File: src/rtl/rxq_pkg.sv
package rxq_pkg;
  localparam int unsigned CHAR_W = 8;

  typedef struct packed {
    logic [CHAR_W-1:0] data;
    logic              perr;
    logic              ferr;
  } rx_char_t;

  typedef enum logic [2:0] {
    ST_IDLE,
    ST_START,
    ST_DATA,
    ST_PAR,
    ST_STOP
  } rx_state_e;
endpackage

File: src/rtl/rxq_sync.sv
module rxq_sync #(
  parameter int unsigned STAGES  = 2,
  parameter bit          RST_VAL = 1'b1
) (
  input  logic clk,
  input  logic rst_n,
  input  logic d,
  output logic q
);
  logic [STAGES-1:0] stage_q;

  generate
    if (STAGES == 1) begin : g_one
      always_ff @(posedge clk or negedge rst_n) begin
        if (!rst_n) stage_q <= RST_VAL;
        else        stage_q <= d;
      end
    end else begin : g_chain
      always_ff @(posedge clk or negedge rst_n) begin
        if (!rst_n) stage_q <= {STAGES{RST_VAL}};
        else        stage_q <= {stage_q[STAGES-2:0], d};
      end
    end
  endgenerate

  assign q = stage_q[STAGES-1];
endmodule

File: src/rtl/rxq_deser.sv
module rxq_deser
  import rxq_pkg::*;
#(
  parameter int unsigned OVS = 16
) (
  input  logic     clk,
  input  logic     rst_n,
  input  logic     run,
  input  logic     tick,
  input  logic     rxd_s,
  input  logic     par_en,
  input  logic     par_odd,
  output logic     start_ok,
  output logic     char_done,
  output rx_char_t char_o
);
  localparam int unsigned CW = $clog2(OVS);
  localparam int unsigned BW = $clog2(CHAR_W);
  localparam logic [CW-1:0] HALF_M1 = CW'(OVS/2 - 1);
  localparam logic [CW-1:0] LAST    = CW'(OVS - 1);
  localparam logic [BW-1:0] BIT_END = BW'(CHAR_W - 1);

  rx_state_e         state_q, state_n;
  logic [CW-1:0]     cnt_q, cnt_n;
  logic [BW-1:0]     bidx_q, bidx_n;
  logic [CHAR_W-1:0] sh_q, sh_n;
  logic              pbit_q, pbit_n;
  logic              hi_q, hi_n;

  always_comb begin
    state_n   = state_q;
    cnt_n     = cnt_q;
    bidx_n    = bidx_q;
    sh_n      = sh_q;
    pbit_n    = pbit_q;
    hi_n      = hi_q;
    start_ok  = 1'b0;
    char_done = 1'b0;
    if (!run) begin
      state_n = ST_IDLE;
      cnt_n   = '0;
      hi_n    = 1'b0;
    end else if (tick) begin
      hi_n = rxd_s;
      case (state_q)
        ST_IDLE: begin
          if (hi_q && !rxd_s) begin
            state_n = ST_START;
            cnt_n   = '0;
          end
        end
        ST_START: begin
          if (cnt_q == HALF_M1) begin
            cnt_n = '0;
            if (!rxd_s) begin
              start_ok = 1'b1;
              state_n  = ST_DATA;
              bidx_n   = '0;
            end else begin
              state_n = ST_IDLE;
            end
          end else begin
            cnt_n = cnt_q + 1'b1;
          end
        end
        ST_DATA: begin
          if (cnt_q == LAST) begin
            cnt_n = '0;
            sh_n  = {rxd_s, sh_q[CHAR_W-1:1]};
            if (bidx_q == BIT_END) state_n = par_en ? ST_PAR : ST_STOP;
            else                   bidx_n  = bidx_q + 1'b1;
          end else begin
            cnt_n = cnt_q + 1'b1;
          end
        end
        ST_PAR: begin
          if (cnt_q == LAST) begin
            cnt_n   = '0;
            pbit_n  = rxd_s;
            state_n = ST_STOP;
          end else begin
            cnt_n = cnt_q + 1'b1;
          end
        end
        ST_STOP: begin
          if (cnt_q == LAST) begin
            cnt_n     = '0;
            char_done = 1'b1;
            state_n   = ST_IDLE;
          end else begin
            cnt_n = cnt_q + 1'b1;
          end
        end
        default: state_n = ST_IDLE;
      endcase
    end
  end

  always_comb begin
    char_o.data = sh_q;
    char_o.perr = par_en && (pbit_q != ((^sh_q) ^ par_odd));
    char_o.ferr = !rxd_s;
  end

  always_ff @(posedge clk or negedge rst_n) begin
    if (!rst_n) begin
      state_q <= ST_IDLE;
      cnt_q   <= '0;
      bidx_q  <= '0;
      sh_q    <= '0;
      pbit_q  <= 1'b0;
      hi_q    <= 1'b0;
    end else begin
      state_q <= state_n;
      cnt_q   <= cnt_n;
      bidx_q  <= bidx_n;
      sh_q    <= sh_n;
      pbit_q  <= pbit_n;
      hi_q    <= hi_n;
    end
  end

  // a confirmed start and a finished character never share a cycle
  a_r1_start_done_apart: assert property (@(posedge clk) disable iff (!rst_n)
    !(start_ok && char_done));

  // no start is taken unless the line was seen high on the previous tick
  a_r3_start_needs_high: assert property (@(posedge clk) disable iff (!rst_n)
    (state_q == ST_IDLE && state_n == ST_START) |-> hi_q);
endmodule

File: src/rtl/rxq_fifo.sv
module rxq_fifo
  import rxq_pkg::*;
#(
  parameter int unsigned DEPTH = 3
) (
  input  logic     clk,
  input  logic     rst_n,
  input  logic     clear,
  input  logic     push,
  input  logic     pop,
  input  rx_char_t din,
  output rx_char_t head,
  output logic     empty,
  output logic     full,
  output logic     pop_act
);
  localparam int unsigned PW   = (DEPTH > 1) ? $clog2(DEPTH) : 1;
  localparam int unsigned CNTW = $clog2(DEPTH + 1);
  localparam logic [PW-1:0]   PTR_END  = PW'(DEPTH - 1);
  localparam logic [CNTW-1:0] CNT_FULL = CNTW'(DEPTH);

  rx_char_t        mem_q [DEPTH];
  logic [PW-1:0]   rd_q, rd_n, wr_q, wr_n;
  logic [CNTW-1:0] cnt_q, cnt_n;
  logic            wr_en;

  function automatic logic [PW-1:0] step(input logic [PW-1:0] p);
    return (p == PTR_END) ? '0 : p + 1'b1;
  endfunction

  assign empty   = (cnt_q == '0);
  assign full    = (cnt_q == CNT_FULL);
  assign pop_act = pop && !empty && !clear;
  assign wr_en   = push && !clear;
  assign head    = mem_q[rd_q];

  always_comb begin
    rd_n  = rd_q;
    wr_n  = wr_q;
    cnt_n = cnt_q;
    if (clear) begin
      rd_n  = '0;
      wr_n  = '0;
      cnt_n = '0;
    end else begin
      if (pop_act) rd_n = step(rd_q);
      if (wr_en)   wr_n = step(wr_q);
      if (wr_en && !pop_act)      cnt_n = cnt_q + 1'b1;
      else if (!wr_en && pop_act) cnt_n = cnt_q - 1'b1;
    end
  end

  always_ff @(posedge clk or negedge rst_n) begin
    if (!rst_n) begin
      rd_q  <= '0;
      wr_q  <= '0;
      cnt_q <= '0;
    end else begin
      rd_q  <= rd_n;
      wr_q  <= wr_n;
      cnt_q <= cnt_n;
    end
  end

  generate
    for (genvar g = 0; g < DEPTH; g++) begin : g_slot
      always_ff @(posedge clk or negedge rst_n) begin
        if (!rst_n)                             mem_q[g] <= '0;
        else if (wr_en && wr_q == PW'(g))       mem_q[g] <= din;
      end
    end
  endgenerate

  // a push is only offered when a slot exists or one is freed in the same cycle
  a_r4_push_has_room: assert property (@(posedge clk) disable iff (!rst_n)
    push |-> (!full || pop_act));

  // without a pop the head entry does not move
  a_r7_head_stable: assert property (@(posedge clk) disable iff (!rst_n)
    (!pop && !empty && !clear) |=> $stable(head));

  // clearing leaves the queue empty
  a_r10_clear_empties: assert property (@(posedge clk) disable iff (!rst_n)
    clear |=> empty);
endmodule

File: src/rtl/serial_rx_queue.sv
module serial_rx_queue
  import rxq_pkg::*;
#(
  parameter int unsigned OVS         = 16,
  parameter int unsigned DEPTH       = 3,
  parameter int unsigned SYNC_STAGES = 2
) (
  input  logic              clk,
  input  logic              rst_n,
  input  logic              tick16,
  input  logic              rxd,
  input  logic              cmd_enable,
  input  logic              cmd_disable,
  input  logic              cmd_reset,
  input  logic              par_en,
  input  logic              par_odd,
  input  logic              auto_rts,
  input  logic              buf_rd,
  output logic [CHAR_W-1:0] rx_data,
  output logic              rx_perr,
  output logic              rx_ferr,
  output logic              rx_valid,
  output logic              rx_full,
  output logic              overrun,
  output logic              rts
);
  logic     en_q, en_n;
  logic     hold_vld_q, hold_vld_n;
  rx_char_t hold_q, hold_n;
  logic     ovr_q, ovr_n;
  logic     rts_q, rts_n;

  logic     rxd_s, run, start_ok, char_done;
  rx_char_t rx_new, head, push_d;
  logic     push, fifo_empty, fifo_full, pop_act, slot_free;

  rxq_sync #(.STAGES(SYNC_STAGES), .RST_VAL(1'b1)) u_sync (
    .clk(clk), .rst_n(rst_n), .d(rxd), .q(rxd_s)
  );

  assign run = en_q && !cmd_reset;

  rxq_deser #(.OVS(OVS)) u_deser (
    .clk(clk), .rst_n(rst_n), .run(run), .tick(tick16), .rxd_s(rxd_s),
    .par_en(par_en), .par_odd(par_odd),
    .start_ok(start_ok), .char_done(char_done), .char_o(rx_new)
  );

  rxq_fifo #(.DEPTH(DEPTH)) u_fifo (
    .clk(clk), .rst_n(rst_n), .clear(cmd_reset), .push(push), .pop(buf_rd),
    .din(push_d), .head(head), .empty(fifo_empty), .full(fifo_full),
    .pop_act(pop_act)
  );

  assign slot_free = !fifo_full || pop_act;

  always_comb begin
    en_n = en_q;
    if (cmd_reset || cmd_disable) en_n = 1'b0;
    else if (cmd_enable)          en_n = 1'b1;
  end

  always_comb begin
    push       = 1'b0;
    push_d     = hold_q;
    hold_vld_n = hold_vld_q;
    hold_n     = hold_q;
    if (hold_vld_q) begin
      if (slot_free) begin
        push       = 1'b1;
        push_d     = hold_q;
        hold_vld_n = char_done;
        if (char_done) hold_n = rx_new;
      end else if (char_done) begin
        hold_n = rx_new;
      end
    end else if (char_done) begin
      if (slot_free) begin
        push   = 1'b1;
        push_d = rx_new;
      end else begin
        hold_vld_n = 1'b1;
        hold_n     = rx_new;
      end
    end
    if (cmd_reset) begin
      push       = 1'b0;
      hold_vld_n = 1'b0;
    end
  end

  always_comb begin
    if (cmd_reset) ovr_n = 1'b0;
    else           ovr_n = ovr_q || (start_ok && hold_vld_q && !slot_free);
  end

  always_comb begin
    rts_n = rts_q;
    if (cmd_reset || !auto_rts || slot_free) rts_n = 1'b1;
    else if (start_ok)                       rts_n = 1'b0;
  end

  always_ff @(posedge clk or negedge rst_n) begin
    if (!rst_n) begin
      en_q       <= 1'b0;
      hold_vld_q <= 1'b0;
      hold_q     <= '0;
      ovr_q      <= 1'b0;
      rts_q      <= 1'b1;
    end else begin
      en_q       <= en_n;
      hold_vld_q <= hold_vld_n;
      hold_q     <= hold_n;
      ovr_q      <= ovr_n;
      rts_q      <= rts_n;
    end
  end

  assign rx_data  = head.data;
  assign rx_perr  = head.perr;
  assign rx_ferr  = head.ferr;
  assign rx_valid = !fifo_empty;
  assign rx_full  = fifo_full;
  assign overrun  = ovr_q;
  assign rts      = rts_q;

  // overrun only rises after a start confirmed while a character waited on a full queue
  a_r6_ovr_on_start: assert property (@(posedge clk) disable iff (!rst_n)
    $rose(ovr_q) |-> $past(start_ok && hold_vld_q && fifo_full));

  // flow control only drops after a start bit seen with the queue full
  a_r8_rts_drop_cause: assert property (@(posedge clk) disable iff (!rst_n)
    $fell(rts_q) |-> $past(start_ok && fifo_full && auto_rts));

  // no character completes while the receiver is off
  a_r9_no_char_when_off: assert property (@(posedge clk) disable iff (!rst_n)
    char_done |-> en_q);

  // the reset command clears flags, the parked character and the enable
  a_r10_reset_clears: assert property (@(posedge clk) disable iff (!rst_n)
    cmd_reset |=> (!ovr_q && rts_q && !hold_vld_q && !en_q && !rx_valid));

  // a parked character never coexists with spare room in the queue for long
  a_r5_park_only_when_full: assert property (@(posedge clk) disable iff (!rst_n)
    (hold_vld_q && !fifo_full) |=> !(hold_vld_q && $past(hold_vld_q) && !$past(char_done) && !$past(cmd_reset)));
endmodule

File: config.mk
export PLATFORM = sky130hd
export DESIGN_NAME = serial_rx_queue
export DESIGN_NICKNAME = d
export VERILOG_FILES = /design/src/rtl/rxq_pkg.sv /design/src/rtl/rxq_sync.sv /design/src/rtl/rxq_deser.sv /design/src/rtl/rxq_fifo.sv /design/src/rtl/serial_rx_queue.sv
export SDC_FILE = /design/constraint.sdc
export NUM_CORES = 1
export LEC_CHECK = 0
export ABC_AREA = 1
export ABC_CLOCK_PERIOD_IN_PS = 6660
export CAP_MARGIN = 30
export CELL_PAD_IN_SITES_DETAIL_PLACEMENT = 1
export CELL_PAD_IN_SITES_GLOBAL_PLACEMENT = 1
export CORE_ASPECT_RATIO = 0.5
export CORE_UTILIZATION = 48
export DETAILED_ROUTE_END_ITERATION = 8
export GPL_TIMING_DRIVEN = 0
export PLACE_DENSITY = 0.95
export SYNTH_ARGS = -nofsm -noshare
export SYNTH_HDL_FRONTEND = slang
export SYNTH_HIERARCHICAL = 1
export SYNTH_SLANG_ARGS = --single-unit
File: constraint.sdc
create_clock -name clk -period 6.66 [get_ports clk]
set_clock_uncertainty 0.1 [all_clocks]
set_input_delay 1.998 -clock clk [delete_from_list [all_inputs] [get_ports clk]]
set_output_delay 1.998 -clock clk [all_outputs]
set_load 0.01 [all_outputs]
==> flow_metrics.py <==
metrics = {
    "floorplan": {
        "die_w_um": 129.3,
        "core-area_um2": 7570,
        "initial_core_util": 0.5136,
        "rows": 22,
        "pin_count": 25,
        "die_area_um2": 8485,
        "chipHeight_um": 65.64,
    },
    "synthesis": {
        "async_flop_share": 1.000,
        "synth_warnings": 6,
        "synth_nets": 498,
        "ys_types": 33,
        "synth_edf_count": 0,
        "syn-mean-instance-area_um2": 8.032,
        "yosysTopAreaCellShare": 0.4442,
        "synth_area_leaders": "dfrtp_1, nand2_1, nand3_1",
        "synth_top_cells_by_count": "nand2_1, dfrtp_1, nand3_1, inv_1, o21ai_1",
        "yosysSeqAreaShare": 0.4644,
        "synth_top_area_cell": "dfrtp_1",
        "ys_ff_latch": 72,
        "ys.flop_type": "dfrtp_1",
        "synth.most_common_cell": "nand2_1",
        "postSynthCellCount": 484,
        "synth_area_um2": 3887,
    },
    "drt": {
        "num_vias": 3441,
        "dr.pass1.iters": 4,
        "ant_nets": 0,
        "via_per_inst": 5.445,
        "detail_route.wl_per_cell_um": 17.40,
        "drt_iter0_drc": 211,
        "routed_wl_um": 11000,
        "drc": 0,
    },
    "outcome": {
        "status": "finished clean",
    },
    "timing": {
        "fin_setup_tns_ns": 0,
        "period_needed_ns": 4.753,
        "final-max-slew-violation-count": 0,
        "rsz0062_at_grt": "no",
        "fin_crit_sh": 0.7136,
        "fmax_mhz": 210.4,
        "tightest_slew_ns": 0.9161,
        "setup_viol": 0,
        "hold_viol_final": 0,
        "slew_headroom": 0.3893,
        "timing.hold.ws_ns": 0.2551,
    },
    "pwr": {
        "p_leak_nw": 2.242,
        "ir_worst_vdd_mv": 0.1413,
        "pwr_density_cell_nw_per_um2": 235.9,
    },
    "global_route": {
        "overflow": 0,
        "grt_max_degree": 73,
        "grtUsageMet1": 0.3231,
        "antenna_found_initial": 0,
        "grt_usage": 0.2882,
        "grt_pass1_wl_um": 18130,
        "grt.met2_usage": 0.5269,
        "top_usage_layer": "met2",
        "grt_pass1_vias": 3732,
        "use_met3": 0.06759,
    },
    "setup_path": {
        "path_max_fanout": 10,
        "critical_path_class": "in2reg",
        "cp-start-kind": "input port",
        "end_kind": "flop",
        "critPathArrivalTime_ns": 4.87,
        "required_ns": 6.78,
    },
    "placement": {
        "dp_hpwl_um": 7657,
        "place.gp.congestion": 0.8116,
        "io_buffers": 24,
    },
    "cts": {
        "cts_hold_buf": 0,
        "cts_tree": "yes",
        "clk-insertion-delay-late_ns": 0.33,
        "cts.reportedPaths.clkPinSlew_ns": 0.06,
        "postCtsSetupRepairBufs": 0,
        "htree_levels": 3,
        "cts_buffers": 9,
        "clock_sinks": 72,
        "cts_root_buf": "clkbuf_16",
        "cts_resized": 0,
        "cts_max_path_buffers": 2,
    },
    "hold_path": {
        "holdCritPathClass": "reg2reg",
    },
    "finish": {
        "syn_to_final_growth_pct": 17.73,
        "fin_nets": 533,
        "diodes": 0,
        "drive_gt1_frac": 0.1718,
    },
    "job": {
        "maxCapViolations": 0,
    },
}
[worst paths after layout]
check	end	cells past startpoint	slack (ns)	start
worst min-delay path	u_sync/stage_q[1]$_DFF_PN1_	0	0.26	u_sync/stage_q[0]$_DFF_PN1_
worst max-delay path	u_fifo/mem_q[16]$_DFFE_PN0P_	13	1.91	cmd_reset
max in group asynchronous	u_fifo/mem_q[29]$_DFFE_PN0P_	1	4.16	rst_n
min in group asynchronous	u_deser/cnt_q[0]$_DFFE_PN0P_	1	1.68	rst_n
worst max register to register	u_fifo/mem_q[16]$_DFFE_PN0P_	13	3.89	en_q$_DFFE_PN0P_
worst min register to register	u_sync/stage_q[1]$_DFF_PN1_	0	0.26	u_sync/stage_q[0]$_DFF_PN1_
[final cells by class]
type / count / area, µm²
clock inverter: 5 / 63.81
inverter: 51 / 191.4
buffer: 18 / 125.1
multi-input combinational: 343 / 1765
sequential: 72 / 1805
clock buffer: 11 / 252.7
timing repair buffer: 24 / 237.7
tap: 108 / 135.1
fill: 945 / 2993
[through the flow]
stage | worst slack, ns | instance area (µm²) | total power, mW | util | instances
6_report | 1.907 | 4577 | 1.080 | 0.6046 | 632
5_1_grt | 1.721 | 4577 | 1.120 | 0.6046 | 632
4_1_cts | 1.898 | 4577 | 1.088 | 0.6046 | 632
3_5_place_dp | 1.593 | 4260 | 0.5832 | 0.5628 | 616
3_3_place_gp | 1.059 | 4263 | 0.5782 | 0.5631 | 616
2_1_floorplan | 2.853 | 3887 | 0.5312 | - | 484
[sequential cells by signal (all words and copies together), names as in the netlist, 2 cells and up]
signal,cells
u_fifo/mem_q,30
hold_q,10
u_deser/sh_q,8
u_deser/cnt_q,4
u_deser/bidx_q,3
u_deser/state_q,3
u_fifo/cnt_q,2
u_fifo/rd_q,2
u_fifo/wr_q,2
u_sync/stage_q,2
[cells in the final DEF (no fill, tap or decap), drive strengths merged]
cell           count
clkinvlp           1
buf               19
bufinv             1
nand3b             1
ha                 3
nor2              24
o21ai             45
a31oi              1
nand4             14
nand3             69
inv               52
a21oi             10
and3               1
clkdlybuf4s50     23
clkbuf            11
xor2               4
xnor2              2
or2                2
nand2            162
nor3               4
dfstp              3
dfrtp             69
mux2               1
clkinv             2
[critical path, stage by stage]
cell             delay [ns]
clkdlybuf4s50_1        0.60
nor2_1                 0.59
nand2_2                0.21
nor3_1                 0.29
buf_2                  0.23
o21ai_0                0.10
nor2_1                 0.09
inv_1                  0.09
nor2_4                 0.16
nand3_2                0.14
buf_4                  0.21
nand2_1                0.09
o21ai_2                0.06
[routing by layer]
layer	wire [µm]	share of wire
met1	4858	0.44
met5	0	0
met4	279	0.025
met2	5525	0.50
met3	331	0.030
[power breakdown]
group / switching, mW / internal (mW) / total, mW / leakage, nW
Combinational: 0.0822 / 0.0379 / 0.120 / 1.11
Sequential: 0.00911 / 0.447 / 0.456 / 0.981
Clock: 0.191 / 0.313 / 0.504 / 0.152
[logic make-up (layout without fill, tap and decap cells)]
logic type / after synthesis / in the layout / share of synthesized area
and+or+nand+nor: 277 / 277 / 0.3325
DFF: 72 / 72 / 0.4644
adders and majority gates: 3 / 3 / 0.009657
AOI/OAI and AO/OA: 56 / 56 / 0.09462
muxes: 1 / 1 / 0.003861
xor gates and xnor gates: 6 / 6 / 0.01352
buffers and inverters: 69 / 109 / 0.08143
(Power assumes the default switching activity.)
